[config.mk]
export PLATFORM = sky130hd
export DESIGN_NAME = snd_page_dma
export DESIGN_NICKNAME = d
export VERILOG_FILES = /design/src/rtl/snd_dma_pkg.sv /design/src/rtl/snd_rise_detect.sv /design/src/rtl/snd_beat_counter.sv /design/src/rtl/snd_addr_step.sv /design/src/rtl/snd_page_dma.sv
export SDC_FILE = /design/constraint.sdc
export NUM_CORES = 1
export LEC_CHECK = 0
export BUFFER_PORTS_ARGS = -buffer_cell sky130_fd_sc_hd__buf_4
export CAP_MARGIN = 40
export CORE_UTILIZATION = 60
export CTS_BUF_LIST = sky130_fd_sc_hd__clkbuf_4 sky130_fd_sc_hd__clkbuf_8
export CTS_CLUSTER_SIZE = 14
export DETAILED_ROUTE_END_ITERATION = 16
export PLACE_DENSITY_LB_ADDON = 0.15
export SKIP_LAST_GASP = 1
export SYNTH_ARGS = -nofsm -noshare
export SYNTH_HDL_FRONTEND = slang
export SYNTH_SLANG_ARGS = --single-unit
[constraint.sdc]
create_clock -name clk -period 6.8 [get_ports clk]
set_clock_uncertainty 0.05 [all_clocks]
set_input_delay 1.36 -clock clk [delete_from_list [all_inputs] [get_ports clk]]
set_output_delay 1.36 -clock clk [all_outputs]
set_load 0.01 [all_outputs]
[src/rtl/snd_dma_pkg.sv]
package snd_dma_pkg;

   typedef enum logic [1:0] {
      ST_IDLE    = 2'd0,
      ST_HDR     = 2'd1,
      ST_RD_DATA = 2'd2,
      ST_PG_DATA = 2'd3
   } seq_state_t;

   typedef enum logic [1:0] {
      LANE_X1 = 2'd0,
      LANE_X2 = 2'd1,
      LANE_X4 = 2'd2
   } lane_t;

   localparam logic [2:0] OPMODE_PAGE_READ = 3'd6;
   localparam logic [2:0] OPMODE_PROG_LOAD = 3'd3;

   localparam logic [7:0] COLUMN_BYTE = 8'h00;
   localparam logic [7:0] DUMMY_BYTE  = 8'hFF;

endpackage

[src/rtl/snd_rise_detect.sv]
module snd_rise_detect #(
   parameter int N = 2
) (
   input  logic         clk,
   input  logic         rst_n,
   input  logic [N-1:0] level,
   output logic [N-1:0] rise
);

   logic [N-1:0] prev_q;

   always_ff @(posedge clk or negedge rst_n) begin
      if (!rst_n) prev_q <= '0;
      else        prev_q <= level;
   end

   assign rise = level & ~prev_q;

endmodule

[src/rtl/snd_beat_counter.sv]
module snd_beat_counter #(
   parameter int W = 13
) (
   input  logic         clk,
   input  logic         rst_n,
   input  logic         clr,
   input  logic         inc,
   input  logic [W-1:0] limit,
   output logic         at_last,
   output logic         spent
);

   logic [W-1:0] count_q;

   always_ff @(posedge clk or negedge rst_n) begin
      if (!rst_n)   count_q <= '0;
      else if (clr) count_q <= '0;
      else if (inc) count_q <= count_q + 1'b1;
   end

   assign at_last = ({1'b0, count_q} + 1'b1) == {1'b0, limit};
   assign spent   = (count_q == limit);

endmodule

[src/rtl/snd_addr_step.sv]
module snd_addr_step #(
   parameter int AW   = 32,
   parameter int STEP = 1
) (
   input  logic          clk,
   input  logic          rst_n,
   input  logic          load,
   input  logic [AW-1:0] base,
   input  logic          adv,
   output logic [AW-1:0] addr
);

   always_ff @(posedge clk or negedge rst_n) begin
      if (!rst_n)    addr <= '0;
      else if (load) addr <= base;
      else if (adv)  addr <= addr + AW'(STEP);
   end

endmodule

[src/rtl/snd_page_dma.sv]
module snd_page_dma
   import snd_dma_pkg::*;
#(
   parameter int COUNT_W         = 13,
   parameter int ADDR_W          = 32,
   parameter int ADDR_STEP       = 1,
   parameter int HDR_DUMMY_BYTES = 1
) (
   input  logic               clk,
   input  logic               rst_n,
   input  logic               cfg_dma_en,
   input  logic               cfg_read_dir,
   input  logic [2:0]         cfg_opmode,
   input  logic [2:0]         cfg_lane_mode,
   input  logic [COUNT_W-1:0] cfg_rd_count,
   input  logic [COUNT_W-1:0] cfg_pg_count,
   input  logic [7:0]         cfg_rd_opcode,
   input  logic [7:0]         cfg_pg_opcode,
   input  logic [ADDR_W-1:0]  cfg_mem_base,
   input  logic               ctl_rd_trig,
   input  logic               ctl_wr_trig,
   input  logic               ctl_flush,
   input  logic               ctl_engine_rst,
   input  logic               clr_cache_rd_done,
   input  logic               clr_cache_ld_done,
   output logic               spi_cs_active,
   output logic [1:0]         spi_lane_mode,
   output logic               spi_tx_valid,
   input  logic               spi_tx_ready,
   output logic [7:0]         spi_tx_data,
   input  logic               spi_rx_valid,
   output logic               spi_rx_ready,
   input  logic [7:0]         spi_rx_data,
   output logic               mem_wr_valid,
   input  logic               mem_wr_ready,
   output logic [ADDR_W-1:0]  mem_wr_addr,
   output logic [7:0]         mem_wr_data,
   input  logic               mem_wr_ack,
   output logic               mem_rd_valid,
   input  logic               mem_rd_ready,
   output logic [ADDR_W-1:0]  mem_rd_addr,
   input  logic               mem_rd_rvalid,
   input  logic [7:0]         mem_rd_rdata,
   output logic               busy,
   output logic               cache_rd_done,
   output logic               cache_ld_done,
   output logic               bus_done
);

   localparam int HDR_FIXED = 3;
   localparam int HDR_MAX   = HDR_FIXED + HDR_DUMMY_BYTES;
   localparam int HDR_W     = $clog2(HDR_MAX + 1);
   localparam int N_CNT     = 3;

   if (COUNT_W < 1 || COUNT_W > 16) begin : g_bad_count
      $error("COUNT_W out of range");
   end
   if (ADDR_W < 8) begin : g_bad_addr
      $error("ADDR_W too small");
   end
   if (ADDR_STEP < 1) begin : g_bad_step
      $error("ADDR_STEP must be positive");
   end
   if (HDR_DUMMY_BYTES < 0 || HDR_DUMMY_BYTES > 8) begin : g_bad_dummy
      $error("HDR_DUMMY_BYTES out of range");
   end

   seq_state_t         state_q;
   logic               is_read_q;
   logic [7:0]         opcode_q;
   logic [COUNT_W-1:0] count_q;
   lane_t              lane_q;
   logic [HDR_W-1:0]   hdr_idx_q;
   logic               hold_v_q;
   logic [7:0]         hold_d_q;
   logic               rd_pend_q;
   logic               rd_done_q, ld_done_q, bus_done_q;

   // Trigger edges: bit 0 read, bit 1 program
   logic [1:0] trig_rise;
   snd_rise_detect #(.N(2)) u_trig (
      .clk   (clk),
      .rst_n (rst_n),
      .level ({ctl_wr_trig, ctl_rd_trig}),
      .rise  (trig_rise)
   );

   logic abort, idle, start_rd, start_pg, start_any;
   assign abort    = ctl_flush | ctl_engine_rst;
   assign idle     = (state_q == ST_IDLE);
   assign start_rd = idle && !abort && trig_rise[0] && cfg_dma_en && cfg_read_dir
                     && (cfg_opmode == OPMODE_PAGE_READ);
   assign start_pg = idle && !abort && trig_rise[1] && cfg_dma_en && !cfg_read_dir
                     && (cfg_opmode == OPMODE_PROG_LOAD);
   assign start_any = start_rd | start_pg;

   // Header generation
   logic [HDR_W-1:0] hdr_len;
   logic             hdr_last;
   logic [7:0]       hdr_byte;
   assign hdr_len  = is_read_q ? HDR_W'(HDR_MAX) : HDR_W'(HDR_FIXED);
   assign hdr_last = (hdr_idx_q == hdr_len - 1'b1);

   always_comb begin
      if (hdr_idx_q == '0)                   hdr_byte = opcode_q;
      else if (hdr_idx_q < HDR_W'(HDR_FIXED)) hdr_byte = COLUMN_BYTE;
      else                                   hdr_byte = DUMMY_BYTE;
   end

   // Handshake events
   logic in_hdr, in_rd, in_pg;
   assign in_hdr = (state_q == ST_HDR);
   assign in_rd  = (state_q == ST_RD_DATA);
   assign in_pg  = (state_q == ST_PG_DATA);

   logic [N_CNT-1:0] cnt_ev, cnt_last, cnt_spent;
   logic             rx_fire, wr_fire, rd_fire, rret_fire, hdr_fire, ptx_fire;

   assign spi_rx_ready = in_rd && !hold_v_q && !cnt_spent[0];
   assign mem_wr_valid = in_rd && hold_v_q;
   assign mem_rd_valid = in_pg && !rd_pend_q && !hold_v_q && !cnt_spent[0];
   assign spi_tx_valid = in_hdr || (in_pg && hold_v_q);

   assign rx_fire   = spi_rx_ready && spi_rx_valid;
   assign wr_fire   = mem_wr_valid && mem_wr_ready;
   assign rd_fire   = mem_rd_valid && mem_rd_ready;
   assign rret_fire = in_pg && rd_pend_q && mem_rd_rvalid;
   assign hdr_fire  = in_hdr && spi_tx_ready;
   assign ptx_fire  = in_pg && hold_v_q && spi_tx_ready;

   // Counter 0: beats entering (rx or read issue); 1: beats finishing on the
   // memory side (write ack or read return); 2: program bytes sent.
   assign cnt_ev[0] = rx_fire | rd_fire;
   assign cnt_ev[1] = (in_rd && mem_wr_ack) | rret_fire;
   assign cnt_ev[2] = ptx_fire;

   for (genvar k = 0; k < N_CNT; k++) begin : g_cnt
      snd_beat_counter #(.W(COUNT_W)) u_cnt (
         .clk     (clk),
         .rst_n   (rst_n),
         .clr     (start_any | abort),
         .inc     (cnt_ev[k]),
         .limit   (count_q),
         .at_last (cnt_last[k]),
         .spent   (cnt_spent[k])
      );
   end

   logic [N_CNT-2:0] unused_spent;
   assign unused_spent = cnt_spent[N_CNT-1:1];

   // Memory address generator shared by both directions
   logic [ADDR_W-1:0] addr;
   snd_addr_step #(.AW(ADDR_W), .STEP(ADDR_STEP)) u_addr (
      .clk   (clk),
      .rst_n (rst_n),
      .load  (start_any),
      .base  (cfg_mem_base),
      .adv   (wr_fire | rd_fire),
      .addr  (addr)
   );
   assign mem_wr_addr = addr;
   assign mem_rd_addr = addr;
   assign mem_wr_data = hold_d_q;

   // Lane decode at start
   lane_t lane_next;
   always_comb begin
      if (cfg_read_dir) begin
         case (cfg_lane_mode)
            3'd1:    lane_next = LANE_X2;
            3'd2:    lane_next = LANE_X4;
            default: lane_next = LANE_X1;
         endcase
      end else begin
         lane_next = cfg_lane_mode[1] ? LANE_X4 : LANE_X1;
      end
   end

   // Sequencer
   always_ff @(posedge clk or negedge rst_n) begin
      if (!rst_n) begin
         state_q    <= ST_IDLE;
         is_read_q  <= 1'b0;
         opcode_q   <= '0;
         count_q    <= '0;
         lane_q     <= LANE_X1;
         hdr_idx_q  <= '0;
         hold_v_q   <= 1'b0;
         hold_d_q   <= '0;
         rd_pend_q  <= 1'b0;
         rd_done_q  <= 1'b0;
         ld_done_q  <= 1'b0;
         bus_done_q <= 1'b0;
      end else if (abort) begin
         state_q   <= ST_IDLE;
         hold_v_q  <= 1'b0;
         rd_pend_q <= 1'b0;
         if (ctl_engine_rst) begin
            rd_done_q  <= 1'b0;
            ld_done_q  <= 1'b0;
            bus_done_q <= 1'b0;
         end
      end else begin
         if (clr_cache_rd_done) rd_done_q <= 1'b0;
         if (clr_cache_ld_done) ld_done_q <= 1'b0;
         unique case (state_q)
            ST_IDLE: begin
               if (start_any) begin
                  state_q    <= ST_HDR;
                  is_read_q  <= start_rd;
                  opcode_q   <= start_rd ? cfg_rd_opcode : cfg_pg_opcode;
                  count_q    <= start_rd ? cfg_rd_count : cfg_pg_count;
                  lane_q     <= lane_next;
                  hdr_idx_q  <= '0;
                  hold_v_q   <= 1'b0;
                  rd_pend_q  <= 1'b0;
                  rd_done_q  <= 1'b0;
                  ld_done_q  <= 1'b0;
                  bus_done_q <= 1'b0;
               end
            end
            ST_HDR: begin
               if (hdr_fire) begin
                  if (!hdr_last) begin
                     hdr_idx_q <= hdr_idx_q + 1'b1;
                  end else if (count_q == '0) begin
                     state_q    <= ST_IDLE;
                     bus_done_q <= 1'b1;
                     if (is_read_q) rd_done_q <= 1'b1;
                     else           ld_done_q <= 1'b1;
                  end else begin
                     state_q <= is_read_q ? ST_RD_DATA : ST_PG_DATA;
                  end
               end
            end
            ST_RD_DATA: begin
               if (rx_fire) begin
                  hold_v_q <= 1'b1;
                  hold_d_q <= spi_rx_data;
                  if (cnt_last[0]) rd_done_q <= 1'b1;
               end else if (wr_fire) begin
                  hold_v_q <= 1'b0;
               end
               if (mem_wr_ack && cnt_last[1]) begin
                  bus_done_q <= 1'b1;
                  state_q    <= ST_IDLE;
               end
            end
            ST_PG_DATA: begin
               if (rd_fire) rd_pend_q <= 1'b1;
               if (rret_fire) begin
                  rd_pend_q <= 1'b0;
                  hold_v_q  <= 1'b1;
                  hold_d_q  <= mem_rd_rdata;
                  if (cnt_last[1]) bus_done_q <= 1'b1;
               end else if (ptx_fire) begin
                  hold_v_q <= 1'b0;
                  if (cnt_last[2]) begin
                     ld_done_q <= 1'b1;
                     state_q   <= ST_IDLE;
                  end
               end
            end
            default: state_q <= ST_IDLE;
         endcase
      end
   end

   assign spi_cs_active = !idle;
   assign spi_tx_data   = in_hdr ? hdr_byte : hold_d_q;
   assign spi_lane_mode = (in_rd || in_pg) ? lane_q : LANE_X1;
   assign busy          = !idle;
   assign cache_rd_done = rd_done_q;
   assign cache_ld_done = ld_done_q;
   assign bus_done      = bus_done_q;

endmodule

==> impl_metrics.csv <==
group,metric,value,unit
run_status,status,"finished, final reports clean",
pwr,ir_drop,0.1399,mV
clock_tree,holdBufCountCts,0,
global_routing,grt_max_degree,63,
critical_path,startpoint,"state_q[0]",
cells_and_area,layout_common_cells,"210 x buf_4, 115 x dfrtp_1, 111 x nand2_1",
synthesis,synth_area,0.007943,mm2
critical_path,cp_top_family,"simple AND/OR/NAND/NOR gates",
sta,rsz0062_at_grt,"no",
critical_path,critPathBufInv,1,
place,detailed_place_hpwl,15500,um
global_routing,grt-ovfl-total,0,
place,port_buffers,202,
critical_path,r2r_slack,3.72,ns
place,place_ws,3.038,ns
global_routing,antenna_found_initial,0,
sta,setup_viol,0,
critical_path,path_max_fanout,17,
route,wl_per_cell,16.64,um
die,io_pins,203,
clock_tree,htree_levels,4,
cells_and_area,fin_nets,1211,
sta,setup_tns,0,ns
clock_tree,cts-root-buf,"clkbuf_8",
cells_and_area,fin_util,0.7599,
sta,slew_viol_final,0,
route,drtAntennaViolNets,0,
synthesis,synthArstFlopShare,1.000,
cells_and_area,antenna_cells,0,
die,die_x,117.1,um
cells_and_area,synthToLayoutAreaGrowth,22.21,%
synthesis,synth-edff-count,0,
route,drt_iter0_markers,625,
run,max_cap_viol_count,0,
sta,setup_slack,2.843,ns
critical_path,max_stage_delay,0.68,ns
sta,tightest_slew,0.8738,ns
critical_path,endpoint_kind,"output pin",
clock_tree,postCtsSetupRepairBufs,0,
clock_tree,clkTransAtPathRegs,0.06,ns
synthesis,yosys_warnings,0,
pwr,p_leak,4.341,nW
die,start_util,0.6218,
critical_path,required,5.39,ns
die,dieArea,0.01370,mm2
sta,hold_viol_final,0,
synthesis,avgSynthCellArea,8.291,um2
hold_path,hold_path.class,"flop to flop",
cells_and_area,drive_gt1_frac,0.2489,
sta,min_period_over_period,0.5820,
critical_path,startpoint_type,"flop",
synthesis,syn_inst,958,
clock_tree,cts_resized,0,
global_routing,grt_util_all_layers,0.3204,
critical_path,crit_chain,"nor2b_1 -> o311a_1 -> a21oi_1 -> buf_4",
die,die_h,117.1,um
critical_path,slowest_stage,"nor2b_1",
clock_tree,tritoncts,"built",
sta,fin_hold_ws,0.4089,ns
route,first_pass_iters,6,
sta,relSlewSlack,0.4024,
pwr,p_per_area,186.1,mW/mm2
hold_path,hold_path_startpoint,"lane_q[1]",
synthesis,synth_nets,1076,
clock_tree,cts_buffer_depth,2,
die,rows,41,
clock_tree,cts_buffers,17,
sta,max_freq,252.7,MHz
place,placed_cell_area,0.009283,mm2
clock_tree,clock_latency,0.44,ns
cells_and_area,final_area,0.009707,mm2
synthesis,synth_ff_type,"dfrtp_1",
route,vias,7537,
critical_path,rr_startpoint,"g_cnt[1].u_cnt.count_q[0]",
cells_and_area,final_common_cell,"buf_4",
synthesis,ys_ff_latch,115,
die,core_area,0.01277,mm2
sta,min_period,3.957,ns
global_routing,grt_first_pass_wirelength,33570,um
route,drc,0,
critical_path,crit_type,"flop to output pin",
global_routing,grt_pass1_vias,6788,
critical_path,arrival,2.55,ns
route,wirelength,21250,um
route,viasPerCell,5.902,
place,gp_congestion,0.9025,
synthesis,synth_cell_types,65,
clock_tree,cts.sinks,115,
synthesis,ys_seq_area_frac,0.3623,
[Yosys cell counts, types with 10 or more instances]
library cell	number	area, um2
mux2_2	10	112.6
a21oi_1	61	305.3
clkbuf_1	52	195.2
and3_1	11	68.82
mux2i_1	35	350.3
inv_1	27	101.4
nor3_1	18	90.09
a211oi_1	11	82.58
a2111oi_0	21	183.9
xnor2_1	78	683.2
nor2_1	109	409.1
nand2_1	111	416.7
buf_4	34	255.2
o21ai_0	46	230.2
xor2_1	25	219.0
dfrtp_1	115	2878
nand3_1	34	170.2
nand4_1	25	156.4
or3_1	11	68.82
nand2b_1	13	81.33
nor4_1	10	62.56
[worst min-delay path: cells and delay by family (launching register included)]
kind             cells  cell delay (ns)
DFF                  1             0.33
and+or+nand+nor      2             0.10
[path summary, 6_finish.rpt]
kind	cells past startpoint	end
worst max-delay path	4	spi_tx_data[1]
worst min-delay path	2	lane_q[1]
worst max register to register	8	bus_done
worst min register to register	2	lane_q[1]
max in group asynchronous	2	state_q[0]
min in group asynchronous	1	g_cnt[0].u_cnt.count_q[8]
[routing by layer]
| metal | GRT usage | vias up | routed length, um |
|---|---|---|---|
| met5 | 0 | - | 0 |
| met2 | 0.5176 | 347 | 10100 |
| met4 | 0.1207 | 0 | 455 |
| li1 | - | 3575 | - |
| met1 | 0.4197 | 3577 | 8914 |
| met3 | 0.07570 | 38 | 1778 |
[cell type report]
| class | instances | area, um2 |
|---|---|---|
| Fill cell | 967 | 3067 |
| Sequential cell | 115 | 2878 |
| Timing Repair Buffer | 212 | 1607 |
| Tap cell | 172 | 215.2 |
| Clock buffer | 22 | 296.5 |
| Inverter | 27 | 101.3 |
| Multi-Input combinational cell | 720 | 4482 |
| Clock inverter | 9 | 127.6 |
[logic make-up after synthesis]
group | after synthesis | share of synthesized area
and+or+nand+nor | 381 | 0.2305
muxes | 45 | 0.05829
xor gates and xnor gates | 104 | 0.1156
AOI/OAI and AO/OA | 184 | 0.1479
adders and majority gates | 6 | 0.009452
DFF | 115 | 0.3623
buffers and inverters | 123 | 0.07593
[where the power goes]
part	switching, mW	leakage (nW)	total [mW]	internal [mW]
sequential	0.0755	1.57	0.798	0.722
combinational	0.153	2.56	0.329	0.175
clock	0.279	0.210	0.680	0.401
[registers in the layout, summed over array words and instances (netlist names), 2 cells and up]
name,flops
u_addr.addr,32
state_q,2
g_cnt.u_cnt.count_q,39
count_q,13
u_trig.prev_q,2
hdr_idx_q,3
opcode_q,8
lane_q,2
mem_wr_data,8
[per-stage QoR]
step                      std cells  total power [mW]
after global placement         1243             1.129
after floorplan                 958            0.9884
final                          1277             1.806
after detailed placement       1246             1.136
after CTS                      1277             1.817
after global routing           1277             1.891
Power figures use the tool's default switching activity.
